`src/rtl/flag_pkg.sv`:
```
package flag_pkg;
  localparam int unsigned DATA_W = 8;
  localparam int unsigned COND_W = 4;

  typedef struct packed {
    logic v;
    logic z;
    logic s;
    logic c;
  } flags_t;

  typedef enum logic [2:0] {
    B_ZERO = 3'd0,
    B_CARRY = 3'd1,
    B_SIGN = 3'd2,
    B_OVF = 3'd3,
    B_UHI = 3'd4,
    B_SGE = 3'd5,
    B_SGT = 3'd6,
    B_UHS = 3'd7
  } base_cond_e;
endpackage

```
`src/rtl/flag_gen.sv`:
```
module flag_gen
  import flag_pkg::*;
#(
  parameter int unsigned DW = DATA_W
) (
  input  logic [DW-1:0] res_i,
  input  logic          msb_cin_i,
  input  logic          msb_cout_i,
  output flags_t        flags_o
);
  always_comb begin
    flags_o.c = msb_cout_i;
    flags_o.s = res_i[DW-1];
    flags_o.z = ~|res_i;
    flags_o.v = msb_cin_i ^ msb_cout_i;
  end
endmodule

```
`src/rtl/flag_reg.sv`:
```
module flag_reg
  import flag_pkg::*;
(
  input  logic   clk_i,
  input  logic   rst_ni,
  input  logic   upd_i,
  input  flags_t d_i,
  output flags_t q_o
);
  always_ff @(posedge clk_i or negedge rst_ni) begin
    if (!rst_ni)    q_o <= '0;
    else if (upd_i) q_o <= d_i;
  end
endmodule

```
`src/rtl/cond_eval.sv`:
```
module cond_eval
  import flag_pkg::*;
#(
  parameter int unsigned CW = COND_W
) (
  input  flags_t        flags_i,
  input  logic [CW-1:0] cond_i,
  output logic          take_o
);
  localparam int unsigned NBASE = 2 ** (CW - 1);

  logic [NBASE-1:0] base;
  logic             lt;

  // signed less-than after A-B
  assign lt = flags_i.s ^ flags_i.v;

  always_comb begin
    base = '0;
    base[B_ZERO]  = flags_i.z;
    base[B_CARRY] = flags_i.c;
    base[B_SIGN]  = flags_i.s;
    base[B_OVF]   = flags_i.v;
    base[B_UHI]   = flags_i.c & ~flags_i.z;
    base[B_SGE]   = ~lt;
    base[B_SGT]   = ~lt & ~flags_i.z;
    base[B_UHS]   = flags_i.c;
  end

  // bit 0 of the code inverts the selected base test
  assign take_o = base[cond_i[CW-1:1]] ^ cond_i[0];
endmodule

```
`src/rtl/flag_branch_unit.sv`:
```
module flag_branch_unit
  import flag_pkg::*;
#(
  parameter int unsigned DW = DATA_W,
  parameter int unsigned CW = COND_W
) (
  input  logic          clk_i,
  input  logic          rst_ni,
  input  logic [DW-1:0] res_i,
  input  logic          msb_cin_i,
  input  logic          msb_cout_i,
  input  logic          upd_i,
  input  logic [CW-1:0] cond_i,
  output logic [3:0]    flags_o,
  output logic          take_o
);
  flags_t next_flags;
  flags_t cur_flags;

  flag_gen #(.DW(DW)) u_gen (
    .res_i     (res_i),
    .msb_cin_i (msb_cin_i),
    .msb_cout_i(msb_cout_i),
    .flags_o   (next_flags)
  );

  flag_reg u_reg (
    .clk_i (clk_i),
    .rst_ni(rst_ni),
    .upd_i (upd_i),
    .d_i   (next_flags),
    .q_o   (cur_flags)
  );

  cond_eval #(.CW(CW)) u_eval (
    .flags_i(cur_flags),
    .cond_i (cond_i),
    .take_o (take_o)
  );

  assign flags_o = cur_flags;
endmodule

```
`config.mk`:
```
export PLATFORM = sky130hd
export DESIGN_NAME = flag_branch_unit
export DESIGN_NICKNAME = d
export VERILOG_FILES = /design/src/rtl/flag_pkg.sv /design/src/rtl/flag_gen.sv /design/src/rtl/flag_reg.sv /design/src/rtl/cond_eval.sv /design/src/rtl/flag_branch_unit.sv
export SDC_FILE = /design/constraint.sdc
export NUM_CORES = 1
export LEC_CHECK = 0
export ABC_AREA = 1
export BUFFER_PORTS_ARGS = -buffer_cell sky130_fd_sc_hd__buf_2
export CORE_AREA = 2 2 39 41
export DETAILED_ROUTE_END_ITERATION = 7
export DIE_AREA = 0 0 41 43
export GPL_TIMING_DRIVEN = 0
export SYNTH_ARGS = -nofsm -noshare
export SYNTH_HDL_FRONTEND = slang
export SYNTH_SLANG_ARGS = --single-unit
```
`constraint.sdc`:
```
create_clock -name clk_i -period 2.8 [get_ports clk_i]
set_input_delay 0.56 -clock clk_i [delete_from_list [all_inputs] [get_ports clk_i]]
set_output_delay 0.56 -clock clk_i [all_outputs]
set_load 0.05 [all_outputs]
```
==> results of run 1 <==
power groups by stage:
stage	Clock, mW	Combinational [mW]	Sequential [mW]
floorplan	0	0.0285	0.0832
global placement	0	0.0675	0.0682
detailed placement	0	0.0684	0.0684
CTS	0.0749	0.0686	0.0678
global route	0.0758	0.0747	0.0686
finish	0.0704	0.0676	0.0678
synth_stat cells:
cell,instances,area share
nand2_1,14,0.19
inv_1,5,0.066
dfrtp_1,4,0.35
nand3_1,4,0.071
o21ai_0,4,0.071
a21oi_1,3,0.053
inv_2,1,0.013
nand3b_1,1,0.027
nor2_1,1,0.013
nor4_1,1,0.022
nor4_2,1,0.044
o21a_1,1,0.027
or2_1,1,0.022
xnor2_1,1,0.031
worst reg2reg max path: stages, from the launching register on:
cell     delay [ns]
dfrtp_1        0.42
nand2_1        0.09
o21ai_0        0.07
layer usage:
layer | global-route usage | part of all wire | vias to the layer above
met2 | 0.159 | 0.49 | 20
met1 | 0.114 | 0.39 | 155
met3 | 0.0157 | 0.11 | 2
met5 | 0 | 0 | -
met4 | 0.100 | 0.011 | 0
li1 | - | - | 187
area by class of cell:
class	count	share of cell area
multi-input combinational	32	0.372
timing repair buffer	21	0.244
sequential	4	0.233
clock buffer	3	0.0523
inverter	6	0.0523
tap	16	0.0465
path summary, 6_finish.rpt:
path                       cells after the start  slack, ns            to
setup / recovery                               9       0.75        take_o
hold / removal                                 1       0.13  u_reg.q_o[0]
setup reg to reg                               2       2.11  u_reg.q_o[3]
hold reg to reg                                1       0.53  u_reg.q_o[1]
max in group asynchronous                      1       2.55  u_reg.q_o[2]
min in group clk_i                             1       0.53  u_reg.q_o[1]
through the flow:
stage	area, um2	hold slack (ns)	std cells
finish	430	0.128	82
global route	430	0.127	82
CTS	430	0.122	82
global placement	408	0.369	79
detailed placement	408	0.374	79
floorplan	283	0.264	42
cell families (layout without fill, tap and decap cells):
family / after synthesis / after routing / synth area share
AOI/OAI and AO/OA: 8 / 8 / 0.150
and+or+nand+nor: 23 / 23 / 0.385
xor gates and xnor gates: 1 / 1 / 0.0310
buffers and inverters: 6 / 30 / 0.0796
DFF: 4 / 4 / 0.354
==> results_dict.tcl, run 1 <==
set metrics [dict create \
    grt_pass1_vias 333 \
    holdCritPathClass "input pin to asynchronous set/reset pin" \
    h-tree-depth 1 \
    timing.final.ws_setup_ns 0.754 \
    drive_gt1_frac 0.394 \
    p_per_area_nw_per_um2 478 \
    place_hpwl_um 635 \
    cts_resized 0 \
    synth-seq-cells 4 \
    netlist_area_um2 283 \
    worstSkewPairLatency_ns 0.23 \
    largest_reg_flops 4 \
    avgRoutedWirePerCell_um 8.88 \
    die_y_um 43 \
    swShare 0.351 \
    p_clk_frac 0.342 \
    worstSetupStartpoint "cond_i[1]" \
    nFillCells 160 \
    die_w_um 41 \
    cp_max_fo 7 \
    area_delta_synth_final_pct 52.2 \
    ys_warn_count 0 \
    critPathRequiredTime_ns 2.24 \
    dieArea_um2 1760 \
    cpPeakStageDelay_ns 0.25 \
    fin_skew_ns 0 \
    cts-buffers-inserted 3 \
    final_util 0.311 \
    switchingPower_uw 72.3 \
    peakVddDrop_v 0.000227 \
    gp_congestion 0.666 \
    ant_nets 0 \
    largest_registers "u_reg.q_o x4" \
    fmax_mhz 489 \
    period_needed_ns 2.05 \
    finalPower_uw 206 \
    syn_nets 59 \
    cts_buffer_depth 2 \
    combPwrFrac 0.329 \
    path_common_cell "nand2_1" \
    crit_buf_inv 2 \
    rows 14 \
    grt.total_usage 0.105 \
    syn_inst 42 \
    diodes 0 \
    max_slew_margin 0.836 \
    grt_max_degree 8 \
    cts-hold-fix-buffers 0 \
    grt_pass1_wl_um 1200 \
    p_seq_frac 0.329 \
    period_share 0.731 \
    nets 85 \
    criticalPathCategory "input pin to output port" \
    layout_common_cells "buf_2 (21), nand2_1 (14), inv_1 (5)" \
    io_buffers 21 \
    reg2reg_from "u_reg.q_o[3]" \
    drcViolationCount 0 \
    regMostFlops "u_reg.q_o" \
    seq_area_um2 100 \
    clock_sink_count 4 \
    layout_commonest_cell "buf_2" \
    status "finished, final reports clean" \
    critical-path-top-delay-family "simple AND/OR/NAND/NOR gates" \
    cts-root-buf "clkbuf_4" \
    multiInputGateArea_um2 160 \
    crit_chain "buf_2 > nor2_1 > nand3_1 > nand2_1 > nand3_1 > nand2_1 > nand2_1 > nand2_1 > buf_2" \
    drt_wl_total_um 728 \
    drv_slew 0 \
    critPathArrivalTime_ns 1.49 \
    antenna_found_initial 0 \
    routed_via_density 4.44 \
    cp-end-kind "output port" \
    cts_setup_buffers 0 \
    avgSynthCellArea_um2 6.73 \
    first_pass_iters 2 \
    total_leakage_power_nw 0.245 \
    hold_viol_final 0 \
    setup_viol 0 \
    pre_cts_ws_ns 0.758 \
    cts_tree "done" \
    yosysSeqAreaShare 0.354 \
    start_kind "input pin" \
    internal_power_uw 134 \
    worst_path_max_delay_cell "buf_2" \
    drt_first_iter_violations 1 \
    setup-tns-final_ns 0 \
    worst_slew_pin_slew_ns 0.244 \
    core_area_um2 1380 \
    ys_types 14 \
    via_count 364 \
    grt-ovfl-total 0 \
    path_clk_slew_ns 0.04 \
    io_pins 22 \
    rsz0062_at_grt "no" \
    drv_cap 0 \
    start_util 0.204 \
]
(Power assumes the default switching activity.)
==> run 2: changes to the inputs <==
- ABC_AREA: 1 -> 0
- clock period: 2.8 -> 1.8 ns (I/O delays scaled with it)
==> results_dict.tcl, run 2 <==
set metrics [dict create \
    syn_nets 42 \
    holdWs_ns 0.375 \
    synth_edf_count 0 \
    grt.total_usage 0.0929 \
    regMostFlops "u_reg.q_o" \
    max_slew_margin 0.833 \
    place_hpwl_um 514 \
    synth_simple_gate_area_frac 0.168 \
    grt_pass1_vias 292 \
    nets 73 \
    drv_cap 0 \
    drcViolationCount 0 \
    fmax_mhz 499 \
    internal_power_uw 241 \
    synth_xor_area_frac 0.101 \
    die_w_um 41 \
    grt-ovfl-total 0 \
    cp-end-kind "output port" \
    period_share 1.11 \
    synth_top_area_cell "dfrtp_1" \
    synth_top_family_by_area "multiplexers" \
    final_area_um2 489 \
    reg2reg_depth 2 \
    p_seq_frac 0.278 \
    synth_ff_type "dfrtp_1" \
    die_y_um 43 \
    synth_compound_gate_area_share 0.144 \
    cp_max_fo 2 \
    path_clk_slew_ns 0.04 \
    period_needed_ns 2.01 \
    drt_wl_total_um 674 \
    largest_reg_flops 4 \
    violations "setup timing" \
    cts-root-buf "clkbuf_4" \
    ys_warn_count 0 \
    status "complete, but fails checks" \
    grt_max_degree 7 \
    synth_adder_area_share 0 \
    avgSynthCellArea_um2 10.4 \
    avgRoutedWirePerCell_um 9.63 \
    timing.final.ws_setup_ns -0.205 \
    hold_viol_final 0 \
    start_util 0.188 \
    synth.mux.area_fraction 0.173 \
    yosysMostFrequentCell "dfrtp_1" \
    ys_types 17 \
    cts_tree "done" \
    drive_gt1_frac 0.704 \
    h-tree-depth 1 \
    syn_inst 25 \
    setup_viol 1 \
    finalPower_uw 370 \
    worstSkewPairLatency_ns 0.23 \
    rsz0062_at_grt "yes" \
    diodes 0 \
    start_kind "register" \
    p_per_area_nw_per_um2 756 \
    cts-buffers-inserted 3 \
    core_area_um2 1380 \
    io_buffers 21 \
    p_clk_frac 0.302 \
    worst_slew_pin_slew_ns 0.250 \
    gp_congestion 0.593 \
    first_pass_iters 2 \
    critPathArrivalTime_ns 1.65 \
    holdCritPathClass "input pin to register" \
    clock_sink_count 4 \
    peakVddDrop_v 0.000390 \
    pre_cts_ws_ns -0.217 \
    critPathRequiredTime_ns 1.44 \
    combPwrFrac 0.421 \
    cts_buffer_depth 2 \
    total_leakage_power_nw 0.218 \
    layout_commonest_cell "buf_2" \
    synth_area_leaders "dfrtp_1 (38%), mux2_2 (8.7%), mux4_2 (8.7%)" \
    yosysSeqAreaShare 0.385 \
    min_delay_path_depth 2 \
    rows 14 \
    ys_async_sr_fraction 1.00 \
    drv_slew 0 \
    switchingPower_uw 129 \
    dieArea_um2 1760 \
    swShare 0.349 \
    largest_registers "u_reg.q_o x4" \
    antenna_found_initial 0 \
    ant_nets 0 \
    synth-seq-cells 4 \
    layout_common_cells "buf_2 (20), buf_4 (4), dfrtp_2 (4), clkbuf_4 (3)" \
    fin_skew_ns 0 \
    place_area_um2 409 \
    via_count 298 \
    area_delta_synth_final_pct 88.0 \
    criticalPathCategory "register to output port" \
    netlist_area_um2 260 \
    synth_top_area_frac 0.385 \
    io_pins 22 \
    grt_pass1_wl_um 1100 \
    drt_first_iter_violations 1 \
    routed_via_density 4.26 \
]
[run 2: cell count changes after synthesis, sizes merged, moves of 2 or more]
cell,change
nand2,-13
inv,-4
nand3,-3
o21ai,-3
mux2,+2
[run 2: cells by family after synthesis]
kind of cell | after synthesis
AO/OA/AOI/OAI | 5
flip-flops | 4
buffers and inverters | 2
XOR/XNOR | 3
AND/OR/NAND/NOR | 8
multiplexers | 3
[run 2: metrics by stage]
step | instances | setup TNS [ns] | utilization
finish | 70 | -0.205 | 0.354
global route | 70 | -0.268 | 0.354
CTS | 70 | -0.220 | 0.354
detailed placement | 62 | -0.217 | 0.296
global placement | 62 | -0.206 | 0.296
floorplan | 25 | -0.160 | -
[run 2: what timing repair did]
item                                    4_1_cts  5_1_grt
buffers inserted                              4        0
hold buffers                                  1        0
gates resized for setup                       4        0
pin swaps                                     2        0
endpoints found under the setup margin        1        1
endpoints found under the hold margin         4        0
[run 2: final timing paths]
path / start / to / slack, ns
min reg2reg: u_reg.q_o[0] / u_reg.q_o[0] / 0.62
min: upd_i / u_reg.q_o[3] / 0.37
max in group asynchronous: rst_ni / u_reg.q_o[2] / 1.21
max: u_reg.q_o[3] / take_o / -0.21
min in group asynchronous: rst_ni / u_reg.q_o[0] / 0.46
max reg2reg: u_reg.q_o[1] / u_reg.q_o[1] / 0.90
[run 2: cell type report]
type	instances	area, um2
fillers	154	895
multi-input cells	19	183
repair buffers	26	151
flip-flops and latches	4	105
clock buffers	3	22.5
well taps	16	20.0
inverters	2	7.51
[run 2: power groups by stage]
| stage | combinational (mW) | clock (mW) | sequential, mW |
|---|---|---|---|
| 2_1_floorplan | 0.0599 | 0 | 0.134 |
| 3_3_place_gp | 0.125 | 0 | 0.108 |
| 3_5_place_dp | 0.126 | 0 | 0.109 |
| 4_1_cts | 0.157 | 0.118 | 0.103 |
| 5_1_grt | 0.167 | 0.119 | 0.104 |
| 6_report | 0.156 | 0.112 | 0.103 |
[run 2: worst max-delay path, cell delays in order (launching register included)]
cell,delay (ns)
dfrtp_2,0.39
mux4_2,0.47
inv_2,0.08
o221ai_4,0.14
xor2_4,0.17
buf_6,0.16
[run 2: routing by layer]
layer	GRT usage	part of all wire
met3	0.0157	0.080
met5	0	0
met1	0.111	0.43
met4	0.0800	0
met2	0.134	0.48
==> run 3: changes to the inputs <==
- CTS_BUF_LIST: unset -> sky130_fd_sc_hd__clkbuf_8
==> results_dict.tcl, run 3 (synthesis gave the netlist of run 2 again) <==
set metrics [dict create \
    status "complete, but fails checks" \
    violations "setup timing" \
    antenna_found_initial 0 \
    drv_slew 0 \
    via_count 299 \
    final_util 0.367 \
    gp_congestion 0.593 \
    criticalPathCategory "register to output port" \
    first_pass_iters 2 \
    period_share 1.10 \
    clock_sink_count 4 \
    dieArea_um2 1760 \
    peakVddDrop_v 0.000482 \
    instances_no_fill 70 \
    area_delta_synth_final_pct 95.2 \
    holdWs_ns 0.393 \
    grt_max_degree 7 \
    dp.cells 62 \
    routed_via_density 4.27 \
    timing.final.ws_setup_ns -0.185 \
    die_y_um 43 \
    critPathRequiredTime_ns 1.44 \
    place_hpwl_um 514 \
    layout_commonest_cell "buf_2" \
    max_slew_margin 0.833 \
    cts_tree "done" \
    io_buffers 21 \
    grt_pass1_vias 296 \
    hold_viol_final 0 \
    avgRoutedWirePerCell_um 9.76 \
    cts-buffers-inserted 3 \
    drive_gt1_frac 0.704 \
    diodes 0 \
    drt_wl_total_um 683 \
    layout_common_cells "buf_2 (20), buf_4 (4), dfrtp_2 (4), clkbuf_8 (3)" \
    rsz0062_at_grt "yes" \
    core_area_um2 1380 \
    cts_buffer_depth 2 \
    fin_skew_ns 0 \
    p_per_area_nw_per_um2 876 \
    path_clk_slew_ns 0.03 \
    place_area_um2 409 \
    final_area_um2 508 \
    drt_first_iter_violations 1 \
    period_needed_ns 1.98 \
    ant_nets 0 \
    io_pins 22 \
    largest_registers "u_reg.q_o x4" \
    drv_cap 0 \
    start_kind "register" \
    h-tree-depth 1 \
    worst_slew_pin_slew_ns 0.250 \
    cts-root-buf "clkbuf_8" \
    grt_pass1_wl_um 1110 \
    worstSkewPairLatency_ns 0.21 \
    start_util 0.188 \
    drcViolationCount 0 \
    grt-ovfl-total 0 \
    critPathArrivalTime_ns 1.62 \
    total_leakage_power_nw 0.225 \
    cp-end-kind "output port" \
    holdCritPathClass "input pin to register" \
    setup-tns-final_ns -0.185 \
    fmax_mhz 504 \
    setup_viol 1 \
    regMostFlops "u_reg.q_o" \
    cp_max_fo 2 \
    die_w_um 41 \
    grt.total_usage 0.0939 \
    nets 73 \
    rows 14 \
    largest_reg_flops 4 \
]
[run 3: cell counts in the layout (fill, tap and decap cells not counted)]
No cell type changed its count.
[run 3: per-stage QoR]
step | worst slack (ns) | power [mW]
6_report | -0.185 | 0.445
2_1_floorplan | -0.160 | 0.193
5_1_grt | -0.243 | 0.466
4_1_cts | -0.195 | 0.453
3_5_place_dp | -0.217 | 0.235
3_3_place_gp | -0.206 | 0.234
[run 3: cell type report]
cell class / count / area (um2)
Multi-Input combinational cell: 19 / 183
Timing Repair Buffer: 26 / 151
Tap cell: 16 / 20.0
Sequential cell: 4 / 105
Clock buffer: 3 / 41.3
Fill cell: 146 / 876
Inverter: 2 / 7.51
[run 3: worst paths after layout]
kind,from,end,slack (ns),depth (start not counted)
setup / recovery,u_reg.q_o[3],take_o,-0.18,5
hold reg to reg,u_reg.q_o[0],u_reg.q_o[0],0.62,2
min in group asynchronous,rst_ni,u_reg.q_o[0],0.48,2
hold / removal,upd_i,u_reg.q_o[3],0.39,2
setup reg to reg,u_reg.q_o[1],u_reg.q_o[1],0.89,2
max in group asynchronous,rst_ni,u_reg.q_o[2],1.19,2
[run 3: layer usage]
layer,vias up,GRT usage,share of wire
li1,153,-,-
met1,135,0.111,0.43
met2,11,0.138,0.49
met3,0,0.0157,0.079
met4,0,0.0800,0
met5,-,0,0
[run 3: what timing repair did]
action | CTS | global route
setup endpoints to repair | 1 | 1
setup buffers | 4 | 0
hold buffers | 1 | 0
endpoints found under the hold margin | 4 | 0
pin swaps | 2 | 0
resized for setup | 4 | 0
[run 3: worst max-delay path, stage by stage, from the launching register on]
cell,delay [ns]
dfrtp_2,0.39
mux4_2,0.47
inv_2,0.08
o221ai_4,0.14
xor2_4,0.17
buf_6,0.16
[run 3: power by group]
part | total [mW] | leakage [nW] | switching (mW) | internal (mW)
combinational | 0.156 | 0.160 | 0.0882 | 0.0674
clock | 0.186 | 0.0216 | 0.0439 | 0.142
sequential | 0.103 | 0.0439 | 0.00385 | 0.0992
total | 0.445 | 0.225 | 0.136 | 0.309
